`src/rtl/rrap_pkg.sv`:
```
package rrap_pkg;
  typedef enum logic {OP_READ = 1'b0, OP_WRITE = 1'b1} rrap_op_e;
  typedef enum logic {RT_INT = 1'b0, RT_FLT = 1'b1} rrap_type_e;
endpackage

```
`src/rtl/rrap_xlat.sv`:
```
module rrap_xlat #(
  parameter int FID_W   = 4,
  parameter int LADDR_W = 5,
  parameter int PIDX_W  = 7
) (
  input  logic               req_valid_i,
  input  logic [FID_W-1:0]   req_fid_i,
  input  logic [1:0]         req_kind_i,
  input  logic [LADDR_W-1:0] req_laddr_i,
  output logic [FID_W-1:0]   lk_fid_o,
  output logic [1:0]         lk_kind_o,
  output logic [LADDR_W-1:0] lk_laddr_o,
  input  logic               lk_ok_i,
  input  logic               lk_type_i,
  input  logic [PIDX_W-1:0]  lk_idx_i,
  output logic               hit_o,
  output logic               type_o,
  output logic [PIDX_W-1:0]  idx_o
);
  assign lk_fid_o   = req_fid_i;
  assign lk_kind_o  = req_kind_i;
  assign lk_laddr_o = req_laddr_i;
  // a mapping only counts for a live request
  assign hit_o  = req_valid_i & lk_ok_i;
  assign type_o = lk_type_i;
  assign idx_o  = lk_idx_i;
endmodule

```
`src/rtl/rrap_ctrl.sv`:
```
module rrap_ctrl (
  input  logic clk_i,
  input  logic rst_ni,
  input  logic req_valid_i,
  input  logic req_op_i,
  input  logic hit_i,
  input  logic wr_gnt_i,
  input  logic rd_gnt_i,
  output logic wr_req_o,
  output logic rd_req_o,
  output logic ready_o,
  output logic rd_fire_o
);
  import rrap_pkg::*;
  logic is_wr;
  assign is_wr    = (req_op_i == OP_WRITE);
  assign wr_req_o = req_valid_i & is_wr & hit_i;
  assign rd_req_o = req_valid_i & ~is_wr & hit_i;
  // unmapped requests complete without a port
  assign ready_o  = req_valid_i & (is_wr ? (~hit_i | wr_gnt_i) : (~hit_i | rd_gnt_i));
  assign rd_fire_o = ready_o & ~is_wr;

  a_r11_idle_no_port: assert property (@(posedge clk_i) disable iff (!rst_ni)
    !req_valid_i |-> !wr_req_o && !rd_req_o);
  a_r4_unmapped_wr_done: assert property (@(posedge clk_i) disable iff (!rst_ni)
    req_valid_i && is_wr && !hit_i |-> ready_o && !wr_req_o);
  a_r3_stall_no_accept: assert property (@(posedge clk_i) disable iff (!rst_ni)
    wr_req_o && !wr_gnt_i |-> !ready_o);
endmodule

```
`src/rtl/rrap_rsp.sv`:
```
module rrap_rsp #(
  parameter int DATA_W = 64
) (
  input  logic              clk_i,
  input  logic              rst_ni,
  input  logic              fire_i,
  input  logic              hit_i,
  input  logic              type_i,
  input  logic [DATA_W-1:0] rd_data_i,
  input  logic              rd_full_i,
  output logic              rsp_valid_o,
  output logic              rsp_type_o,
  output logic [DATA_W-1:0] rsp_data_o
);
  import rrap_pkg::*;
  logic              nxt_type;
  logic [DATA_W-1:0] nxt_data;

  always_comb begin
    nxt_type = hit_i ? type_i : RT_INT;
    // zero bits encode both integer 0 and float +0.0
    nxt_data = (hit_i && rd_full_i) ? rd_data_i : '0;
  end

  always_ff @(posedge clk_i or negedge rst_ni) begin
    if (!rst_ni) begin
      rsp_valid_o <= 1'b0;
      rsp_type_o  <= 1'b0;
      rsp_data_o  <= '0;
    end else begin
      rsp_valid_o <= fire_i;
      if (fire_i) begin
        rsp_type_o <= nxt_type;
        rsp_data_o <= nxt_data;
      end
    end
  end

  a_r5_rsp_after_fire: assert property (@(posedge clk_i) disable iff (!rst_ni)
    fire_i |=> rsp_valid_o);
  a_r6_no_fire_no_rsp: assert property (@(posedge clk_i) disable iff (!rst_ni)
    !fire_i |=> !rsp_valid_o);
  a_r8_empty_reads_zero: assert property (@(posedge clk_i) disable iff (!rst_ni)
    fire_i && !rd_full_i |=> rsp_data_o == '0);
endmodule

```
`src/rtl/remote_reg_port.sv`:
```
module remote_reg_port #(
  parameter int FID_W   = 4,
  parameter int LADDR_W = 5,
  parameter int PIDX_W  = 7,
  parameter int DATA_W  = 64
) (
  input  logic               clk_i,
  input  logic               rst_ni,
  input  logic               req_valid_i,
  output logic               req_ready_o,
  input  logic               req_op_i,
  input  logic [FID_W-1:0]   req_fid_i,
  input  logic [1:0]         req_kind_i,
  input  logic [LADDR_W-1:0] req_laddr_i,
  input  logic [DATA_W-1:0]  req_wdata_i,
  output logic [FID_W-1:0]   lk_fid_o,
  output logic [1:0]         lk_kind_o,
  output logic [LADDR_W-1:0] lk_laddr_o,
  input  logic               lk_ok_i,
  input  logic               lk_type_i,
  input  logic [PIDX_W-1:0]  lk_idx_i,
  output logic               wr_req_o,
  input  logic               wr_gnt_i,
  output logic               wr_type_o,
  output logic [PIDX_W-1:0]  wr_idx_o,
  output logic [DATA_W-1:0]  wr_data_o,
  output logic               rd_req_o,
  input  logic               rd_gnt_i,
  output logic               rd_type_o,
  output logic [PIDX_W-1:0]  rd_idx_o,
  input  logic [DATA_W-1:0]  rd_data_i,
  input  logic               rd_full_i,
  output logic               rsp_valid_o,
  output logic               rsp_type_o,
  output logic [DATA_W-1:0]  rsp_data_o
);
  logic              hit, ptype, rd_fire;
  logic [PIDX_W-1:0] pidx;

  rrap_xlat #(.FID_W(FID_W), .LADDR_W(LADDR_W), .PIDX_W(PIDX_W)) u_xlat (
    .req_valid_i(req_valid_i), .req_fid_i(req_fid_i), .req_kind_i(req_kind_i),
    .req_laddr_i(req_laddr_i), .lk_fid_o(lk_fid_o), .lk_kind_o(lk_kind_o),
    .lk_laddr_o(lk_laddr_o), .lk_ok_i(lk_ok_i), .lk_type_i(lk_type_i),
    .lk_idx_i(lk_idx_i), .hit_o(hit), .type_o(ptype), .idx_o(pidx)
  );

  rrap_ctrl u_ctrl (
    .clk_i(clk_i), .rst_ni(rst_ni), .req_valid_i(req_valid_i), .req_op_i(req_op_i),
    .hit_i(hit), .wr_gnt_i(wr_gnt_i), .rd_gnt_i(rd_gnt_i), .wr_req_o(wr_req_o),
    .rd_req_o(rd_req_o), .ready_o(req_ready_o), .rd_fire_o(rd_fire)
  );

  assign wr_type_o = ptype;
  assign wr_idx_o  = pidx;
  assign wr_data_o = req_wdata_i;
  assign rd_type_o = ptype;
  assign rd_idx_o  = pidx;

  rrap_rsp #(.DATA_W(DATA_W)) u_rsp (
    .clk_i(clk_i), .rst_ni(rst_ni), .fire_i(rd_fire), .hit_i(hit), .type_i(ptype),
    .rd_data_i(rd_data_i), .rd_full_i(rd_full_i), .rsp_valid_o(rsp_valid_o),
    .rsp_type_o(rsp_type_o), .rsp_data_o(rsp_data_o)
  );

  a_r2_wr_needs_req: assert property (@(posedge clk_i) disable iff (!rst_ni)
    wr_req_o |-> req_valid_i && lk_ok_i);
  a_r9_unmapped_rd_no_port: assert property (@(posedge clk_i) disable iff (!rst_ni)
    req_valid_i && !req_op_i && !lk_ok_i |-> !rd_req_o && req_ready_o);
  a_r1_lookup_follows_req: assert property (@(posedge clk_i) disable iff (!rst_ni)
    req_valid_i |-> lk_fid_o == req_fid_i && lk_laddr_o == req_laddr_i);
endmodule

```
`config.mk`:
```
export PLATFORM = sky130hd
export DESIGN_NAME = remote_reg_port
export DESIGN_NICKNAME = d
export VERILOG_FILES = /design/src/rtl/rrap_pkg.sv /design/src/rtl/rrap_xlat.sv /design/src/rtl/rrap_ctrl.sv /design/src/rtl/rrap_rsp.sv /design/src/rtl/remote_reg_port.sv
export SDC_FILE = /design/constraint.sdc
export NUM_CORES = 1
export LEC_CHECK = 0
export ABC_CLOCK_PERIOD_IN_PS = 1950
export BUFFER_PORTS_ARGS = -buffer_cell sky130_fd_sc_hd__clkbuf_2
export CORE_AREA = 2 2 121 123
export DETAILED_ROUTE_END_ITERATION = 10
export DIE_AREA = 0 0 123 125
export GPL_TIMING_DRIVEN = 0
export HOLD_SLACK_MARGIN = 0.1
export PLACE_DENSITY_LB_ADDON = 0.3
export SLEW_MARGIN = 0
export SYNTH_ARGS = -nofsm -noshare
export SYNTH_HDL_FRONTEND = slang
export SYNTH_HIERARCHICAL = 1
export SYNTH_SLANG_ARGS = --single-unit
```
`constraint.sdc`:
```
create_clock -name clk_i -period 1.95 [get_ports clk_i]
set_clock_uncertainty 0.1 [all_clocks]
set_input_delay 0.39 -clock clk_i [delete_from_list [all_inputs] [get_ports clk_i]]
set_output_delay 0.39 -clock clk_i [all_outputs]
set_load 0.005 [all_outputs]
```
==> run_results.csv, run 1 <==
group,metric,value,unit
outcome,status,"finished, final reports clean",
clock_network,clock_path_buffers,2,
routing,vias,3303,
routing,vias_per_cell,4.07,
synth,yosysMostFrequentCell,"buf_4",
power,p_leak,2.81,nW
setup_path,crit_start,"req_valid_i",
synth,synthFlopType,"dfrtp_1",
setup_path,cp_slowest_cell,"nor3b_4",
power,clkPwrFrac,43.8,%
floorplanning,die_y,125,um
setup_path,cp_num_buf_inv,3,
clock_network,clk_latency,0.33,ns
final_layout,fin_util,36.2,%
place,hpwl,8.29,mm
flow_run,drv_cap,0,
setup_path,worstReg2RegStart,"u_rsp/rsp_data_o[63]$_DFFE_PN0P_",
place,place_area,4810,um2
final_layout,final-instance-count-excl-fill,812,
grt,grt_overflow,0,
final_layout,fillers,1508,
synth,synthTopCellsByCount,"buf_4 (96), dfrtp_1 (66), inv_1 (65), nand2_1 (65), o22ai_1 (64)",
routing,wirelength,10.4,mm
synth,synthCells,380,
power,vdd_ir_drop_max,0.328,mV
synth,synth.area.top_cells,"dfrtp_1 (49%), buf_4 (21%), o22ai_1 (12%)",
grt,grt_start_max_net_pins,35,
setup_path,worstPathArrival,1.82,ns
grt,grt.met2_usage,23.0,%
clock_network,root_buffer,"clkbuf_16",
clock_network,cts_tree,"done",
synth,syn_nets,535,
timing,finalSetupTns,0,ns
clock_network,cts.sinks,66,
grt,grt_first_pass_wirelength,15.3,mm
setup_path,ff2ff_path_depth,2,
final_layout,nets,779,
grt,met1_usage,14.1,%
routing,drt_iter0_drc,72,
synth,ys_seq_area_share,48.6,%
floorplanning,die_area,15400,um2
timing,maxClockFrequency,580,MHz
hold_path,hold_path_class,"in -> reg",
routing,drc,0,
clock_network,clk_pin_slew_worst_paths,0.06,ns
floorplanning,die_width,123,um
routing,detail-route-antenna-nets,0,
floorplanning,core,14200,um2
hold_path,whs_path_depth,3,
power,p_int,2.89,mW
power,p_sw,0.900,mW
synth,synth_top_area_cell,"dfrtp_1",
setup_path,path_depth,7,
grt,gr-max-usage-layer,"met2",
place,numPortBuffers,231,
setup_path,path_class,"in -> reg",
final_layout,syn_to_final_growth,51.0,%
timing,min_period,1.72,ns
setup_path,crit_path_end_kind,"flip-flop",
power,seqPwrFrac,39.3,%
floorplanning,io_pins,315,
timing,tightestPinTransition,0.498,ns
power,comb_power_share,16.9,%
clock_network,h-tree-depth,3,
clock_network,numCtsBuffers,9,
grt,antenna_found_initial,0,
timing,setup_viol,0,
power,swShare,23.7,%
final_layout,drive_gt1_share,57.2,%
place,gp_congestion,0.726,
hold_path,holdCritStartpoint,"rd_data_i[23]",
routing,first_pass_iters,4,
synth,synth_top_area_share,48.6,%
clock_network,cts_post_setup_buffers_inserted,0,
synth,synth_edf_count,0,
setup_path,critical_path.cell_chain,"clkbuf_2 -> and2_1 -> nor2b_1 -> nor3b_4 -> buf_4 -> buf_2 -> o22ai_1",
synth,synth_cell_types,16,
routing,wl_per_cell,12.8,um
synth,synth_area,3400,um2
timing,slew_violations,0,
synth,ys.warnings.count,6,
power,p_per_area,738,nW/um2
floorplanning,placementRows,44,
timing,hold_slack,0.174,ns
grt,grtUsageTotal,13.1,%
setup_path,cpPeakStageDelay,0.28,ns
setup_path,critical-path-top-delay-family,"simple AND/OR/NAND/NOR gates",
timing,rsz0062_at_grt,"false",
final_layout,final_area,5130,um2
grt,use_met3,4.01,%
setup_path,start_kind,"input pin",
timing,min_period_over_period,88.4,%
final_layout,antenna_cells,0,
place,dp_cells,796,
synth,ys_ff_latch,66,
floorplanning,initial_core_util,23.9,%
setup_path,required,2.05,ns
timing,finalHoldViolations,0,
synth,async_flop_share,100,%
timing,slew_headroom,66.8,%
setup_path,critPathMaxFanout,10,
grt,grt_pass1_vias,3188,
synth,syn_area_per_cell,8.95,um2
[worst reg2reg max path, stage by stage (launching register included)]
cell	delay (ns)
dfrtp_1	0.38
inv_1	0.06
o22ai_1	0.07
[state kept, by name, indices dropped and copies added (netlist names)]
register	flops
u_rsp/rsp_valid_o	1
u_rsp/rsp_data_o	64
u_rsp/rsp_type_o	1
[layer usage]
metal  vias up  routed length [um]
met5         -                   0
met2       194                5150
met1      1488                3960
met3        15                1050
met4         0                 197
li1       1606                   -
[metrics by stage]
step / setup slack [ns] / total power, mW
floorplan: 0.214 / 1.82
global placement: -0.416 / 2.15
detailed placement: -0.484 / 2.16
CTS: 0.116 / 3.86
global route: 0.0746 / 3.97
finish: 0.227 / 3.79
[power by group through the flow]
stage               Combinational [mW]  Sequential [mW]  Clock (mW)
global placement                 0.641             1.51           0
finish                           0.642             1.49        1.66
floorplan                        0.311             1.51           0
detailed placement               0.653             1.51           0
global route                     0.717             1.50        1.76
CTS                              0.656             1.49        1.72
[final timing paths]
check,to,slack (ns)
min,u_rsp/rsp_data_o[23]$_DFFE_PN0P_,0.17
min in group asynchronous,u_rsp/rsp_data_o[38]$_DFFE_PN0P_,0.49
min reg2reg,u_rsp/rsp_type_o$_DFFE_PN0P_,0.42
max in group asynchronous,u_rsp/rsp_data_o[3]$_DFFE_PN0P_,0.68
max,u_rsp/rsp_data_o[0]$_DFFE_PN0P_,0.23
max reg2reg,u_rsp/rsp_data_o[63]$_DFFE_PN0P_,1.19
[cells by family after synthesis]
logic type | after synthesis | synth area share [%]
muxes | 1 | 0.294
AOI/OAI and AO/OA | 66 | 12.1
buffers and inverters | 176 | 30.5
and+or+nand+nor | 71 | 8.43
DFF | 66 | 48.6
[layout make-up]
| type | count | area, um2 | share of cell area, % |
|---|---|---|---|
| buffer | 111 | 795 | 15.5 |
| clock buffer | 13 | 270 | 5.26 |
| clock inverter | 2 | 35.0 | 0.682 |
| inverter | 65 | 244 | 4.75 |
| multi-input combinational | 138 | 721 | 14.0 |
| sequential | 66 | 1650 | 32.2 |
| tap | 184 | 230 | 4.48 |
| timing repair buffer | 233 | 1190 | 23.1 |
[what timing repair did]
action	in CTS	in global routing
hold endpoints to repair	33	0
setup endpoints to repair	65	2
hold buffers	1	0
resized for setup	1	1
gates cloned	0	0
[cells in the final DEF (no fill, tap or decap), drive strengths merged]
master / Yosys / routed
clkbuf: 1 / 245
buf: 110 / 111
dfrtp: 66 / 66
inv: 65 / 65
nand2: 65 / 65
o22ai: 64 / 64
clkinv: 0 / 1
bufinv: 0 / 1
dlygate4sd3: 0 / 1
mux2i: 1 / 1
a21boi: 1 / 1
nor2b: 1 / 1
nor3b: 1 / 1
and3: 1 / 1
and3b: 1 / 1
nand3: 1 / 1
o21ai: 1 / 1
and2: 1 / 1
Power figures use the tool's default switching activity.
==> run 2: changes to the inputs <==
--- a/config.mk
+++ b/config.mk
@@ -5,11 +5,11 @@
 export SDC_FILE = /design/constraint.sdc
 export NUM_CORES = 1
 export LEC_CHECK = 0
-export ABC_CLOCK_PERIOD_IN_PS = 1950
+export ABC_CLOCK_PERIOD_IN_PS = 1400
 export BUFFER_PORTS_ARGS = -buffer_cell sky130_fd_sc_hd__clkbuf_2
-export CORE_AREA = 2 2 121 123
+export CORE_AREA = 2 2 123 125
 export DETAILED_ROUTE_END_ITERATION = 10
-export DIE_AREA = 0 0 123 125
+export DIE_AREA = 0 0 125 127
 export GPL_TIMING_DRIVEN = 0
 export HOLD_SLACK_MARGIN = 0.1
 export PLACE_DENSITY_LB_ADDON = 0.3
==> constraint.sdc (replaced) <==
create_clock -name clk_i -period 1.4 [get_ports clk_i]
set_clock_uncertainty 0.1 [all_clocks]
set_input_delay 0.28 -clock clk_i [delete_from_list [all_inputs] [get_ports clk_i]]
set_output_delay 0.28 -clock clk_i [all_outputs]
set_load 0.005 [all_outputs]
==> run 2 against run 1 <==
- routed wire length increased by 9.3%
- register-to-register slack got worse by 0.58 ns
- sequential share of layout area decreased by 5.4 points
- non-clock buffer count increased by 76
- core utilization increased by 6.6 points
- via count increased by 11%
- critical path type unchanged
- flip-flop and latch count unchanged
- first-iteration DRC count increased by 6.9%
- critical endpoint is now u_rsp/rsp_data_o[50]$_DFFE_PN0P_
- global-route usage decreased by 0.25 points
- die area increased by 3.3%
- critical path depth increased by 2
- highest routed layer unchanged
- clock power increased by 23%
==> run_results.csv, run 2 (same netlist as run 1, synthesis figures left out) <==
group,metric,value,unit
setup_path,r2r_slack,0.61,ns
final_layout,syn_to_final_growth,81.3,%
grt,grt_pass1_vias,3696,
floorplanning,die_area,15900,um2
final_layout,final_cell_mix,"clkbuf_2 (229), buf_4 (95), dfrtp_1 (66)",
setup_path,crit_path_end_kind,"flip-flop",
grt,grt_first_pass_wirelength,16.5,mm
floorplanning,die_y,127,um
timing,min_period_over_period,97.7,%
clock_network,root_buffer,"clkbuf_16",
setup_path,start_kind,"input pin",
timing,maxClockFrequency,731,MHz
final_layout,nets,855,
clock_network,cts_tree,"done",
routing,vias,3652,
final_layout,layout_commonest_cell,"clkbuf_2",
floorplanning,io_pins,315,
outcome,status,"finished, final reports clean",
floorplanning,placementRows,44,
routing,drt_iter0_drc,77,
clock_network,numCtsBuffers,9,
place,gp_congestion,0.727,
floorplanning,core,14400,um2
grt,antenna_found_initial,0,
final_layout,antenna_cells,0,
clock_network,cts.sinks,66,
timing,tightestPinTransition,0.481,ns
floorplanning,initial_core_util,23.6,%
final_layout,max_flop_register,"u_rsp/rsp_data_o",
routing,detail-route-antenna-nets,0,
power,p_per_area,859,nW/um2
timing,finalSetupTns,0,ns
routing,vias_per_cell,4.11,
timing,slew_headroom,68.0,%
place,hpwl,7.70,mm
timing,finalHoldViolations,0,
setup_path,required,1.54,ns
final_layout,largest_reg_flops,64,
setup_path,worstPathArrival,1.50,ns
final_layout,fillers,1417,
grt,grtUsageTotal,12.8,%
routing,first_pass_iters,4,
power,vdd_ir_drop_max,0.442,mV
timing,min_period,1.37,ns
timing,setup_viol,0,
final_layout,reg.largest.list,"u_rsp/rsp_data_o x64, u_rsp/rsp_type_o x1, u_rsp/rsp_valid_o x1",
setup_path,path_class,"in -> reg",
hold_path,hold_path_class,"in -> reg",
flow_run,drv_cap,0,
clock_network,clk_latency,0.33,ns
routing,drc,0,
floorplanning,die_width,125,um
timing,slew_violations,0,
grt,grt_overflow,0,
setup_path,critPathMaxFanout,5,
final_layout,drive_gt1_share,54.3,%
clock_network,h-tree-depth,3,
place,numPortBuffers,231,
routing,wirelength,11.3,mm
power,p_leak,3.24,nW
routing,wl_per_cell,12.7,um
clock_network,clk_pin_slew_worst_paths,0.06,ns
power,power.total,5.29,mW
grt,grt_start_max_net_pins,35,
clock_network,clock_path_buffers,2,
-- run 2: changes by cell type in the layout (fill, tap and decap cells not counted), moves of 2 or more --
cell / before / now
o22ai_1: 64 / 58
clkinv_2: 1 / 5
o22ai_2: 0 / 5
clkbuf_1: 2 / 0
buf_6: 0 / 3
buf_8: 0 / 9
clkbuf_8: 3 / 1
buf_2: 14 / 7
dlygate4sd3_1: 1 / 65
clkbuf_16: 9 / 18
-- run 2: area by class of cell --
| type | instances | area (um2) | area share [%] |
|---|---|---|---|
| clock inverter | 6 | 32.5 | 0.528 |
| clock buffer | 10 | 239 | 3.88 |
| tap | 184 | 230 | 3.74 |
| inverter | 65 | 244 | 3.96 |
| multi-input combinational | 138 | 778 | 12.6 |
| timing repair buffer | 311 | 2100 | 34.1 |
| buffer | 109 | 885 | 14.4 |
| sequential | 66 | 1650 | 26.8 |
-- run 2: metal layers --
metal	up-vias	GRT usage, %	share of wire (%)
li1	1758	-	-
met5	-	0	0
met2	202	23.1	52
met3	21	4.27	8.0
met1	1671	13.7	38
met4	0	5.69	1.9
-- run 2: where the power goes --
| part | leakage, nW | total [mW] | switching [mW] | internal [mW] |
|---|---|---|---|---|
| registers | 0.905 | 2.07 | 0.0580 | 2.01 |
| clock network | 0.138 | 2.04 | 0.815 | 1.23 |
| logic | 2.20 | 1.18 | 0.457 | 0.724 |
| total | 3.24 | 5.29 | 1.33 | 3.97 |
-- run 2: per-stage QoR --
step	hold WS [ns]	instance area, um2	std cells	setup slack [ns]	utilization [%]
after floorplan	-0.116	3480	380	-0.0231	-
after global placement	0.405	4860	795	-0.529	33.7
after detailed placement	0.195	4890	796	-0.456	33.9
after CTS	0.111	5820	879	-0.00795	40.4
after global routing	0.134	6160	889	-0.00659	42.7
final	0.136	6160	889	0.0322	42.7
-- run 2: final timing paths --
path / from / endpoint / cells after the start
max: req_valid_i / u_rsp/rsp_data_o[50]$_DFFE_PN0P_ / 9
min: lk_type_i / u_rsp/rsp_type_o$_DFFE_PN0P_ / 3
max reg2reg: u_rsp/rsp_data_o[50]$_DFFE_PN0P_ / u_rsp/rsp_data_o[50]$_DFFE_PN0P_ / 2
min reg2reg: u_rsp/rsp_type_o$_DFFE_PN0P_ / u_rsp/rsp_type_o$_DFFE_PN0P_ / 2
max in group asynchronous: rst_ni / u_rsp/rsp_data_o[40]$_DFFE_PN0P_ / 3
min in group asynchronous: rst_ni / u_rsp/rsp_data_o[8]$_DFFE_PN0P_ / 2
-- run 2: worst max-delay path: stages --
cell,delay [ns]
buf_6,0.10
and2_4,0.14
nor2b_4,0.13
nor3b_4,0.21
buf_6,0.17
clkbuf_16,0.16
buf_8,0.11
nand2_1,0.06
o22ai_1,0.15
-- run 2: what timing repair did --
item                       in CTS  in global routing
buffers inserted                2                  3
setup endpoints to repair      65                 63
pin swaps                       1                  2
gates cloned                    0                  9
hold buffers                   65                  0
hold endpoints to repair       96                  0
resized for setup               0                 23
==> run 3: changes to the inputs <==
--- a/config.mk
+++ b/config.mk
@@ -8,11 +8,11 @@
 export ABC_CLOCK_PERIOD_IN_PS = 1400
 export BUFFER_PORTS_ARGS = -buffer_cell sky130_fd_sc_hd__clkbuf_2
 export CORE_AREA = 2 2 123 125
+export CTS_BUF_LIST = sky130_fd_sc_hd__clkbuf_8 sky130_fd_sc_hd__clkbuf_16
 export DETAILED_ROUTE_END_ITERATION = 10
 export DIE_AREA = 0 0 125 127
 export GPL_TIMING_DRIVEN = 0
 export HOLD_SLACK_MARGIN = 0.1
-export PLACE_DENSITY_LB_ADDON = 0.3
 export SLEW_MARGIN = 0
 export SYNTH_ARGS = -nofsm -noshare
 export SYNTH_HDL_FRONTEND = slang
==> run 3 against run 2 <==
- first-iteration DRC count increased by 23%
- register-to-register slack improved by 0.02 ns
- count of clock-buffer cells in the layout stayed put
- global-route usage grew 0.32 points
- flip-flop and latch count unchanged
- core utilization shrank 1.0 points
- via count is 3.2% lower
- critical endpoint is now u_rsp/rsp_data_o[58]$_DFFE_PN0P_
==> run_results.csv, run 3 (same netlist as run 1, synthesis figures left out) <==
group,metric,value,unit
outcome,status,"finished, final reports clean",
grt,grt_start_max_net_pins,36,
setup_path,critical_path.cell_chain,"clkbuf_2 -> and2_4 -> nor2b_4 -> nor3b_4 -> buf_12 -> buf_12 -> buf_6 -> nand2_1 -> o22ai_1",
timing,tightestPinTransition,0.524,ns
timing,setup_viol,0,
final_layout,fillers,1436,
routing,first_pass_iters,4,
power,power.total,5.67,mW
final_layout,seqCellArea,1650,um2
floorplanning,initial_core_util,23.6,%
power,vdd_ir_drop_max,0.495,mV
routing,drc,0,
final_layout,multi_input_area,783,um2
setup_path,path_class,"in -> reg",
timing,slew_headroom,65.1,%
final_layout,fin_util,41.7,%
routing,drt_iter0_drc,95,
final_layout,antenna_cells,0,
grt,grt_overflow,0,
clock_network,numCtsBuffers,9,
routing,detail-route-antenna-nets,0,
clock_network,clock_path_buffers,2,
clock_network,clk_latency,0.33,ns
power,swShare,24.3,%
final_layout,layout_commonest_cell,"clkbuf_2",
grt,grtUsageTotal,13.1,%
power,p_leak,3.17,nW
flow_run,drv_cap,0,
clock_network,cts.sinks,66,
clock_network,h-tree-depth,3,
hold_path,holdCritStartpoint,"lk_type_i",
setup_path,worstPathArrival,1.50,ns
timing,finalHoldViolations,0,
setup_path,required,1.55,ns
timing,maxClockFrequency,743,MHz
power,seqPwrFrac,36.5,%
setup_path,critPathMaxFanout,10,
final_layout,syn_to_final_growth,76.9,%
routing,wl_per_cell,12.6,um
setup_path,start_kind,"input pin",
power,comb_power_share,19.7,%
power,p_per_area,942,nW/um2
floorplanning,core,14400,um2
setup_path,crit_path_frequent_cell,"buf_12",
routing,wl_met2,5.53,mm
power,p_sw,1.37,mW
floorplanning,die_width,125,um
hold_path,hold_path_class,"in -> reg",
final_layout,largest_reg_flops,64,
final_layout,max_flop_register,"u_rsp/rsp_data_o",
clock_network,cts_tree,"done",
final_layout,nets,847,
setup_path,worstReg2RegStart,"u_rsp/rsp_data_o[18]$_DFFE_PN0P_",
place,numPortBuffers,231,
power,clkPwrFrac,43.8,%
setup_path,cp_slowest_cell,"nor3b_4",
setup_path,cpPeakStageDelay,0.22,ns
grt,grt_pass1_vias,3305,
final_layout,drive_gt1_share,54.1,%
floorplanning,placementRows,44,
routing,wirelength,11.1,mm
floorplanning,die_y,127,um
clock_network,root_buffer,"clkbuf_16",
routing,drt-met1-wl,4.47,mm
routing,vias,3535,
timing,min_period,1.35,ns
setup_path,crit_start,"req_valid_i",
floorplanning,die_area,15900,um2
timing,slew_violations,0,
routing,vias_per_cell,4.01,
place,hpwl,7.85,mm
place,gp_congestion,0.716,
timing,min_period_over_period,96.2,%
routing,wl_met3,815,um
final_layout,reg.largest.list,"u_rsp/rsp_data_o x64, u_rsp/rsp_type_o x1, u_rsp/rsp_valid_o x1",
grt,antenna_found_initial,0,
final_layout,final_cell_mix,"clkbuf_2 (230), buf_4 (93), dfrtp_1 (66)",
routing,dr.max_layer_used,"met4",
clock_network,clk_pin_slew_worst_paths,0.06,ns
setup_path,crit_path_end_kind,"flip-flop",
power,p_int,4.29,mW
floorplanning,io_pins,315,
grt,grt_first_pass_wirelength,16.5,mm
## run 3: changes by cell type in the layout (fill, tap and decap cells not counted), sizes merged
cell	previous run	this run
clkbuf	249	242
bufinv	0	2
clkinv	5	3
buf	116	115
## run 3: layout make-up
| cell class | instances | share of cell area [%] |
|---|---|---|
| buffer | 110 | 14.6 |
| clock buffer | 10 | 3.97 |
| clock inverter | 6 | 1.50 |
| inverter | 65 | 4.06 |
| multi-input combinational | 138 | 13.0 |
| sequential | 66 | 27.5 |
| tap | 184 | 3.83 |
| timing repair buffer | 302 | 31.6 |
## run 3: stage by stage
step	instance area (um2)	hold slack [ns]	std cells	setup slack [ns]	TNS [ns]
floorplan	3480	-0.116	380	-0.0231	-1.04
global placement	4860	0.404	795	-0.599	-66.98
detailed placement	4890	0.211	796	-0.491	-28.60
CTS	5890	0.112	880	0.0154	0
global route	6010	0.176	881	-0.0167	-0.115
finish	6010	0.125	881	0.0535	0
## run 3: power by group through the flow
stage / Clock, mW / Combinational [mW] / Sequential, mW
floorplan: 0 / 0.459 / 2.11
global placement: 0 / 0.921 / 2.10
detailed placement: 0 / 0.937 / 2.10
CTS: 2.58 / 1.09 / 2.07
global route: 2.66 / 1.22 / 2.08
finish: 2.48 / 1.12 / 2.07
## run 3: worst paths after layout
path                       depth (start not counted)  slack [ns]                               end
min in group asynchronous                          2        0.38   u_rsp/rsp_data_o[6]$_DFFE_PN0P_
min reg2reg                                        2        0.42      u_rsp/rsp_type_o$_DFFE_PN0P_
max                                                9        0.05  u_rsp/rsp_data_o[58]$_DFFE_PN0P_
min                                                3        0.13      u_rsp/rsp_type_o$_DFFE_PN0P_
max in group asynchronous                          3        0.26  u_rsp/rsp_data_o[39]$_DFFE_PN0P_
max reg2reg                                        2        0.63  u_rsp/rsp_data_o[18]$_DFFE_PN0P_
## run 3: timing repair
item | in CTS | in global routing
hold endpoints to repair | 98 | 0
pin swaps | 1 | 2
setup endpoints to repair | 65 | 59
cloned | 0 | 1
gates resized for setup | 0 | 21
hold buffers | 65 | 0
setup buffers | 3 | 1
## run 3: layer usage
metal,GRT usage [%],vias to the layer above
li1,-,1742
met4,6.54,0
met1,15.1,1578
met5,0,-
met2,22.8,198
met3,3.31,17
## run 3: worst max-delay path, delay by kind of cell
kind	cells	cell delay, ns
buffers and inverters	4	0.52
and+or+nand+nor	4	0.58
AOI/OAI and AO/OA	1	0.11
